[src/rtl/cfgp_pkg.sv]
package cfgp_pkg;

  typedef enum logic {
    MODE_SERIAL = 1'b0,
    MODE_BYTE   = 1'b1
  } stream_mode_e;

  // Restart pulse length in clock cycles, rounded to the nearest cycle.
  function automatic int unsigned pulse_cycles(input int unsigned clk_ns,
                                               input int unsigned pulse_ns);
    return (pulse_ns + clk_ns / 2) / clk_ns;
  endfunction

  // Bit lane of a stored byte sent at bit position b (MSB first).
  function automatic logic [2:0] lane_of(input logic [2:0] b);
    return 3'd7 - b;
  endfunction

endpackage

[src/rtl/cfgp_store.sv]
module cfgp_store #(
  parameter int DEPTH  = 32,
  parameter int ADDR_W = 5
) (
  input  logic              clk,
  input  logic              wr_en,
  input  logic [ADDR_W-1:0] wr_addr,
  input  logic [7:0]        wr_data,
  input  logic [ADDR_W-1:0] rd_addr,
  input  logic [2:0]        rd_bit,
  input  logic              byte_mode,
  output logic [7:0]        rd_word
);
  import cfgp_pkg::*;

  logic [7:0] mem [DEPTH];
  logic [7:0] cur_byte;
  logic       cur_serial;

  always_ff @(posedge clk) begin
    if (wr_en) mem[wr_addr] <= wr_data;
  end

  assign cur_byte   = mem[rd_addr];
  assign cur_serial = cur_byte[lane_of(rd_bit)];
  assign rd_word    = (stream_mode_e'(byte_mode) == MODE_BYTE) ? cur_byte
                                                               : {7'b0, cur_serial};
endmodule

[src/rtl/cfgp_walker.sv]
module cfgp_walker #(
  parameter int ADDR_W    = 5,
  parameter int LAST_ADDR = 19
) (
  input  logic              clk,
  input  logic              pwr_rst_n,
  input  logic              clr,
  input  logic              run,
  input  logic              byte_mode,
  output logic [ADDR_W-1:0] addr,
  output logic [2:0]        bitp,
  output logic              exhausted,
  output logic              step,
  output logic              wrap_evt,
  output logic              exhaust_evt
);
  localparam logic [ADDR_W-1:0] LAST_A = ADDR_W'(LAST_ADDR);

  logic at_final;

  // True when the current position is the last slot this device holds.
  function automatic logic final_slot(input logic [ADDR_W-1:0] a,
                                      input logic [2:0]        b,
                                      input logic              bm);
    return (a == LAST_A) && (bm || (b == 3'd7));
  endfunction

  assign step        = run & ~clr & ~exhausted;
  assign at_final    = final_slot(addr, bitp, byte_mode);
  assign exhaust_evt = step & at_final;
  assign wrap_evt    = step & ~byte_mode & (bitp == 3'd7);

  always_ff @(posedge clk or negedge pwr_rst_n) begin
    if (!pwr_rst_n) begin
      addr      <= '0;
      bitp      <= '0;
      exhausted <= 1'b0;
    end else if (clr) begin
      addr      <= '0;
      bitp      <= '0;
      exhausted <= 1'b0;
    end else if (exhaust_evt) begin
      exhausted <= 1'b1;
    end else if (step) begin
      if (byte_mode || (bitp == 3'd7)) begin
        addr <= addr + 1'b1;
        bitp <= '0;
      end else begin
        bitp <= bitp + 3'd1;
      end
    end
  end
endmodule

[src/rtl/cfgp_restart.sv]
module cfgp_restart #(
  parameter int PULSE_CYC = 20
) (
  input  logic clk,
  input  logic pwr_rst_n,
  input  logic req,
  output logic restart_n
);
  localparam int CNT_W = $clog2(PULSE_CYC + 1);

  logic [CNT_W-1:0] cnt;
  logic             req_q;
  logic             fire;

  assign fire      = req & ~req_q & (cnt == '0);
  assign restart_n = (cnt == '0);

  always_ff @(posedge clk or negedge pwr_rst_n) begin
    if (!pwr_rst_n) begin
      cnt   <= '0;
      req_q <= 1'b0;
    end else begin
      req_q <= req;
      if (fire)            cnt <= CNT_W'(PULSE_CYC);
      else if (cnt != '0)  cnt <= cnt - 1'b1;
    end
  end
endmodule

[src/rtl/cfgp_seq.sv]
module cfgp_seq #(
  parameter int DEPTH        = 32,
  parameter int LAST_ADDR    = 19,
  parameter bit RST_ACT_HIGH = 1'b1,
  parameter int CLK_NS       = 20,
  parameter int PULSE_NS     = 400,
  localparam int ADDR_W      = $clog2(DEPTH)
) (
  input  logic              clk,
  input  logic              pwr_rst_n,
  input  logic              rst_oe,
  input  logic              ce_n,
  input  logic              byte_mode,
  input  logic              wr_en,
  input  logic [ADDR_W-1:0] wr_addr,
  input  logic [7:0]        wr_data,
  input  logic              cfg_req,
  output logic [7:0]        dout,
  output logic              dout_oe,
  output logic              cas_en_n,
  output logic              restart_n
);
  localparam int PULSE_CYC = int'(cfgp_pkg::pulse_cycles(CLK_NS, PULSE_NS));

  logic              rst_act;
  logic [ADDR_W-1:0] cur_addr;
  logic [2:0]        cur_bit;
  logic              exhausted;
  logic              step;
  logic              wrap_evt;
  logic              exhaust_evt;
  logic [7:0]        rd_word;

  generate
    if (RST_ACT_HIGH) begin : g_rst_hi
      assign rst_act = rst_oe;
    end else begin : g_rst_lo
      assign rst_act = ~rst_oe;
    end
  endgenerate

  cfgp_walker #(.ADDR_W(ADDR_W), .LAST_ADDR(LAST_ADDR)) u_walker (
    .clk        (clk),
    .pwr_rst_n  (pwr_rst_n),
    .clr        (rst_act),
    .run        (~ce_n),
    .byte_mode  (byte_mode),
    .addr       (cur_addr),
    .bitp       (cur_bit),
    .exhausted  (exhausted),
    .step       (step),
    .wrap_evt   (wrap_evt),
    .exhaust_evt(exhaust_evt)
  );

  cfgp_store #(.DEPTH(DEPTH), .ADDR_W(ADDR_W)) u_store (
    .clk      (clk),
    .wr_en    (wr_en),
    .wr_addr  (wr_addr),
    .wr_data  (wr_data),
    .rd_addr  (cur_addr),
    .rd_bit   (cur_bit),
    .byte_mode(byte_mode),
    .rd_word  (rd_word)
  );

  cfgp_restart #(.PULSE_CYC(PULSE_CYC)) u_restart (
    .clk      (clk),
    .pwr_rst_n(pwr_rst_n),
    .req      (cfg_req),
    .restart_n(restart_n)
  );

  assign dout_oe  = pwr_rst_n & ~ce_n & ~rst_act & ~exhausted;
  assign dout     = dout_oe ? rd_word : 8'h00;
  assign cas_en_n = ~exhausted;
endmodule

[config.mk]
export PLATFORM = sky130hd
export DESIGN_NAME = cfgp_seq
export DESIGN_NICKNAME = d
export VERILOG_FILES = /design/src/rtl/cfgp_pkg.sv /design/src/rtl/cfgp_store.sv /design/src/rtl/cfgp_walker.sv /design/src/rtl/cfgp_restart.sv /design/src/rtl/cfgp_seq.sv
export SDC_FILE = /design/constraint.sdc
export NUM_CORES = 1
export LEC_CHECK = 0
export ABC_AREA = 0
export ABC_CLOCK_PERIOD_IN_PS = 2800
export CAP_MARGIN = 20
export CORE_ASPECT_RATIO = 1.25
export CORE_MARGIN = 5
export CORE_UTILIZATION = 55
export DETAILED_ROUTE_END_ITERATION = 10
export HOLD_SLACK_MARGIN = 0.12
export PLACE_DENSITY = 0.75
export SYNTH_ARGS = -nofsm -noshare
export SYNTH_HDL_FRONTEND = slang
export SYNTH_SLANG_ARGS = --single-unit
[constraint.sdc]
create_clock -name clk -period 2.8 [get_ports clk]
set_clock_uncertainty 0.1 [all_clocks]
set_input_delay 0.7 -clock clk [delete_from_list [all_inputs] [get_ports clk]]
set_output_delay 0.7 -clock clk [all_outputs]
set_load 0.02 [all_outputs]
==> results_dict.tcl, run 1 <==
set metrics [dict create \
    die_w_um 136 \
    syn_avg_cell_area_sq_um 19.7 \
    crit_end "dout[0]" \
    cts_made_buffers 24 \
    dp_slack_ps -941 \
    grt_max_degree 33 \
    grt_pass1_vias 6122 \
    nNetsFinal 713 \
    drt_iter0_markers 688 \
    ff2ff_path_depth 7 \
    yosysTopAreaCellShare_pct 70.5 \
    startpoint "u_walker.addr[0]$_DFFE_PN0P_" \
    vdd.ir_drop.worst_uv 436 \
    r2r_slack_ps 440 \
    fin_ws_ps -991 \
    synthMuxAreaShare_pct 14.9 \
    syn_nets 577 \
    synth-simple-area-share_pct 4.73 \
    cts_buffer_depth 3 \
    seqPwrFrac_pct 49.3 \
    post-route-period-util_pct 135 \
    ys_top_cells_by_area "edfxtp_1 70%, mux4_2 8.1%, mux4_1 4.6%" \
    p_sw_w 0.00211 \
    r2r_start "u_walker.addr[1]$_DFFE_PN0P_" \
    synthAdderAreaFrac_pct 0.459 \
    synth-main-ff-cell "edfxtp_1" \
    wire_per_inst_um 25.5 \
    synth_xor_area_share_pct 0.321 \
    root_buffer "clkbuf_16" \
    rsz0062_at_grt "true" \
    hold_viol 0 \
    drive_gt1_share_pct 30.6 \
    design_area_sq_um 13100 \
    worstMarginPinSlew_ps 473 \
    grt_use_total_pct 22.1 \
    dieArea_sq_um 22800 \
    drc_errors 0 \
    yosysTopAreaCell "edfxtp_1" \
    arrival_ps 2990 \
    core_area_sq_um 19500 \
    leakage_nw 4.48 \
    fmaxAchievable_ghz 0.264 \
    yosysUniqueCellTypes 54 \
    r2r_end "u_walker.addr[0]$_DFFE_PN0P_" \
    cts.sinks 271 \
    clkSlewWorstSetupHoldPaths_ps 70 \
    fin_crit_ps 3790 \
    setup_violations 8 \
    grt_pass1_wl_um 37100 \
    io_buffer_count 30 \
    synth_top_family_by_area "multiplexers" \
    status "complete, but fails checks" \
    slew_headroom_pct 68.4 \
    place_congestion 0.942 \
    p_clk_share_pct 36.3 \
    synth_compound_area_share_pct 3.69 \
    hpwl_um 15400 \
    required_ps 2000 \
    start_util_pct 56.0 \
    yosys_warnings 0 \
    drt-total-wl_um 24800 \
    clkLatencyLatePin_ps 510 \
    antennaDiodeCount 0 \
    antenna_left 0 \
    ys_seq_area_share_pct 73.9 \
    io_pins 31 \
    cap_violations 0 \
    synth_enable_flop_cells 256 \
    drt-pass1-iter-count 5 \
    cp_max_fo 7 \
    violations "negative setup slack" \
    maxSlewViolCount 0 \
    htreeDepth 1 \
    place_area_sq_um 12200 \
    area_growth_pct 20.4 \
    synth_cells 553 \
    yosys_register_bits 271 \
    swShare_pct 22.7 \
    hold_path_class "reg2reg" \
    via_count 5989 \
    start_kind "flop" \
    p_comb_share_pct 14.4 \
    cts_tree "yes" \
    grt_overflow 0 \
    rows 57 \
    syn_area_sq_um 10900 \
    async_flop_share_pct 5.54 \
    power_density_nw_per_um2 708 \
    intPower_w 0.00719 \
    crit_type "reg2out" \
    dieHeight_um 167 \
    viasPerCell 6.17 \
    crit_path_end_kind "output port" \
    antenna_found_initial 0 \
]
[final cells by class]
| cell class | count | area [sq um] |
|---|---|---|
| fillers | 1206 | 6330 |
| clock inverters | 16 | 180 |
| multi-input cells | 252 | 2740 |
| flip-flops and latches | 271 | 8070 |
| well taps | 265 | 332 |
| inverters | 5 | 18.8 |
| clock buffers | 27 | 633 |
| repair buffers | 135 | 1170 |
[worst max-delay path, cell delays in order, from the launching register on]
cell,delay (ps)
dfrtp_4,550
buf_12,160
buf_12,140
mux4_2,330
a22o_1,130
a211oi_2,50
a31o_1,230
mux4_2,510
a211oi_4,230
buf_6,150
[synthesized netlist by cell type (all sizes together), types with 2 or more instances]
master	n
o22ai	2
a211o	2
a21oi	7
or3b	3
xnor2	3
or3	2
edfxtp	256
buf	18
a31o	2
mux2	2
mux4	58
inv	4
nand2	16
mux2i	23
and2	2
nand2b	2
a22oi	7
nor2b	3
a22o	5
clkbuf	7
o221ai	7
a211oi	3
a31oi	2
nor3	5
o21ai	8
nor2	54
nand3b	9
nand3	6
ha	4
dfrtp	15
a221oi	2
a21o	2
[state kept, by name, summed over array words and instances (netlist names)]
signal / count
u_store.mem: 256
u_restart.cnt: 5
u_walker.addr: 5
u_walker.bitp: 3
u_restart.req_q: 1
u_walker.exhausted: 1
[kinds of logic (layout without fill, tap and decap cells)]
kind of cell | count (synthesis) | count (layout)
flops | 271 | 271
compound gates | 54 | 54
mux | 83 | 83
fa+ha+maj | 4 | 4
simple gates | 107 | 107
xor+xnor | 4 | 4
buf+inv | 30 | 183
[routing by layer]
metal | part of all wire [%] | wire length, um | global-route usage [%]
met1 | 38 | 9460 | 29.8
met2 | 50 | 12300 | 36.3
met3 | 8.4 | 2080 | 4.86
met4 | 3.8 | 931 | 7.01
met5 | 0 | 0 | 0
[worst min-delay path by stage]
stage,end,from,cells after the start,slack (ps)
6_report,u_restart.cnt[2]$_DFFE_PN0P_,u_restart.cnt[2]$_DFFE_PN0P_,1,400
5_1_grt,u_restart.cnt[2]$_DFFE_PN0P_,u_restart.cnt[2]$_DFFE_PN0P_,1,440
4_1_cts,u_restart.cnt[2]$_DFFE_PN0P_,u_restart.cnt[2]$_DFFE_PN0P_,1,410
3_5_place_dp,u_restart.cnt[2]$_DFFE_PN0P_,u_restart.cnt[2]$_DFFE_PN0P_,1,390
3_3_place_gp,u_restart.cnt[2]$_DFFE_PN0P_,u_restart.cnt[2]$_DFFE_PN0P_,1,380
2_1_floorplan,u_restart.cnt[0]$_DFFE_PN0P_,pwr_rst_n,0,300
[power by group through the flow]
stage,Combinational (W),Sequential [W],Clock [W]
after CTS,0.00133,0.00459,0.00341
after detailed placement,0.00122,0.00467,0
final,0.00134,0.00459,0.00337
after floorplan,0.000771,0.00465,0
after global routing,0.00143,0.00459,0.00362
after global placement,0.00118,0.00467,0
[placed cells by master (no fill, tap or decap), types with 3 or more instances in the layout]
cell,Yosys,routed
nand3b_1,8,8
a22oi_1,7,4
ha_1,4,4
clkbuf_16,0,25
nand3_1,6,6
mux4_2,39,43
dlygate4sd2_1,0,3
bufinv_16,0,4
a21oi_1,7,7
buf_6,4,5
nand2_1,16,16
nor2_1,54,54
clkdlybuf4s50_1,0,20
o21ai_0,8,6
clkinv_2,0,5
clkinv_1,1,6
inv_1,4,4
nor3_1,5,5
o221ai_1,6,6
a22o_1,5,4
mux2i_1,23,21
xnor2_1,3,3
dfrtp_1,15,13
edfxtp_1,256,256
buf_4,1,97
a22oi_2,0,3
mux4_1,19,15
buf_12,3,6
[metrics by stage]
step	instances	TNS (ps)	total power (W)	utilization (%)	hold slack, ps
final	971	-6140	0.00930	67.5	405
after global routing	971	-6740	0.00964	67.5	437
after CTS	970	-6390	0.00933	67.3	409
after detailed placement	920	-5740	0.00589	62.4	394
after global placement	920	-5500	0.00584	62.4	377
after floorplan	553	-182	0.00542	-	304
[timing repair]
action / in CTS / in global routing
resized for setup: 59 / 9
gates cloned: 1 / 0
pin swaps: 11 / 7
hold buffers: 0 / 0
buffers inserted: 7 / 2
setup endpoints to repair: 10 / 8
(Power assumes the default switching activity.)
==> run 2, diff against run 1 <==
--- a/config.mk
+++ b/config.mk
@@ -7,7 +7,7 @@
 export LEC_CHECK = 0
 export ABC_AREA = 0
 export ABC_CLOCK_PERIOD_IN_PS = 2800
-export CAP_MARGIN = 20
+export CAP_MARGIN = 25
 export CORE_ASPECT_RATIO = 1.25
 export CORE_MARGIN = 5
 export CORE_UTILIZATION = 55
==> constraint.sdc (replaced) <==
create_clock -name clk -period 2.8 [get_ports clk]
set_clock_uncertainty 0.1 [all_clocks]
set_input_delay 0.7 -clock clk [delete_from_list [all_inputs] [get_ports clk]]
set_output_delay 0.7 -clock clk [all_outputs]
set_load 0.005 [all_outputs]
==> run 2 against run 1 <==
Effect of this change: the run still ends with negative setup slack left; first-iteration DRC count fell by 19%; non-clock buffer count rose by 10; worst hold slack improved by 19 ps; largest cell class unchanged.
==> results_dict.tcl, run 2 (synthesis results as in run 1) <==
set metrics [dict create \
    rsz0062_at_grt "true" \
    required_ps 2000 \
    grt_pass1_wl_um 38000 \
    fmaxAchievable_ghz 0.259 \
    grt_use_total_pct 22.6 \
    final.fill_count 1204 \
    worstPathCellList "buf_12, buf_16, mux4_2, mux2i_1, mux2i_1, o2bb2ai_2, mux4_2, a211oi_2, buf_2" \
    cp_top_family "multiplexers" \
    clkSlewWorstSetupHoldPaths_ps 70 \
    hold_viol 0 \
    io_pins 31 \
    grt_max_degree 33 \
    worst_path_max_delay_cell "dfrtp_4" \
    grt_overflow 0 \
    start_kind "flop" \
    largest_reg_flops 256 \
    dp_slack_ps -971 \
    drc_errors 0 \
    reg_top3 "u_store.mem x256, u_restart.cnt x5, u_walker.addr x5" \
    cts.sinks 271 \
    r2r_slack_ps 440 \
    start_util_pct 56.0 \
    cts_tree "yes" \
    largest_register "u_store.mem" \
    antennaDiodeCount 0 \
    cts_buffer_depth 3 \
    clkLatencyLatePin_ps 520 \
    maxSlewViolCount 0 \
    nNetsFinal 724 \
    via_count 5942 \
    max_stage_delay_ps 570 \
    viasPerCell 6.08 \
    drt_iter0_markers 556 \
    cts_made_buffers 25 \
    antenna_left 0 \
    post-route-period-util_pct 138 \
    io_buffer_count 30 \
    hpwl_um 15400 \
    drt-pass1-iter-count 7 \
    fin_crit_ps 3870 \
    crit_path_end_kind "output port" \
    fin_ws_ps -1070 \
    cp_max_fo 7 \
    place_congestion 0.846 \
    core_area_sq_um 19500 \
    power_density_nw_per_um2 704 \
    rows 57 \
    finalSetupTns_ps -6620 \
    status "complete, but fails checks" \
    vdd.ir_drop.worst_uv 445 \
    drt-total-wl_um 25100 \
    antenna_found_initial 0 \
    utilization_pct 67.9 \
    worstMarginPinSlew_ps 537 \
    dieHeight_um 167 \
    leakage_nw 4.52 \
    area_growth_pct 21.3 \
    dieArea_sq_um 22800 \
    root_buffer "clkbuf_16" \
    cap_violations 0 \
    grt_pass1_vias 6177 \
    setup_violations 8 \
    hold_path_class "reg2reg" \
    drive_gt1_share_pct 32.3 \
    htreeDepth 1 \
    arrival_ps 3070 \
    slew_headroom_pct 63.9 \
    crit_type "reg2out" \
    mostFrequentLayoutCells "256 x edfxtp_1, 97 x buf_4, 54 x nor2_1, 48 x mux4_2, 25 x clkbuf_16" \
    die_w_um 136 \
    layout_commonest_cell "edfxtp_1" \
    violations "negative setup slack" \
    cp_num_buf_inv 3 \
    wire_per_inst_um 25.7 \
]
==> run 2: cell types whose count changed in the layout (fill, tap and decap cells not counted), moves of 3 or more <==
| cell | change |
|---|---|
| clkinv_2 | -3 |
| mux4_1 | -5 |
| mux4_2 | +5 |
| buf_16 | +3 |
==> run 2: final cells by class <==
cell class	instances	area [sq um]	share of cell area (%)
Tap cell	265	332	2.51
Multi-Input combinational cell	252	2720	20.5
Timing Repair Buffer	145	1320	9.97
Sequential cell	271	8070	61.0
Clock inverter	11	131	0.993
Inverter	5	18.8	0.142
Clock buffer	29	641	4.84
==> run 2: stage by stage <==
stage	instance area (sq um)	power (W)	cells	hold WS, ps
after CTS	13200	0.00930	974	424
after global placement	12100	0.00579	919	376
after floorplan	10900	0.00541	553	304
final	13200	0.00931	978	424
after detailed placement	12100	0.00585	919	417
after global routing	13200	0.00964	978	448
==> run 2: repair_timing <==
item	4_1_cts	5_1_grt
hold buffers	0	0
gates resized for setup	58	12
setup endpoints to repair	10	9
setup buffers	13	5
pin swaps	12	3
cloned	3	0
==> run 2: layer usage <==
| layer | wire, um | up-vias | share of wire, % | global-route usage (%) |
|---|---|---|---|---|
| met5 | 0 | - | 0 | 0 |
| met4 | 912 | 0 | 3.6 | 7.63 |
| met3 | 1770 | 58 | 7.0 | 3.60 |
| met2 | 12800 | 296 | 51 | 38.4 |
| met1 | 9650 | 3024 | 38 | 30.0 |
| li1 | - | 2564 | - | - |
==> run 2: final timing paths <==
path	from	end	depth (start not counted)
worst min-delay path	u_restart.cnt[0]$_DFFE_PN0P_	u_restart.cnt[0]$_DFFE_PN0P_	1
max in group asynchronous	pwr_rst_n	u_walker.addr[0]$_DFFE_PN0P_	2
worst max-delay path	u_walker.addr[0]$_DFFE_PN0P_	dout[0]	9
worst max register to register	u_walker.addr[0]$_DFFE_PN0P_	u_walker.addr[0]$_DFFE_PN0P_	8
min in group asynchronous	pwr_rst_n	u_walker.exhausted$_DFFE_PN0P_	2
worst min register to register	u_restart.cnt[0]$_DFFE_PN0P_	u_restart.cnt[0]$_DFFE_PN0P_	1
==> run 2: power breakdown <==
group	switching (W)	internal (W)	leakage, nW
logic	0.000683	0.000744	1.65
registers	0.0000704	0.00453	2.50
clock network	0.00138	0.00190	0.374
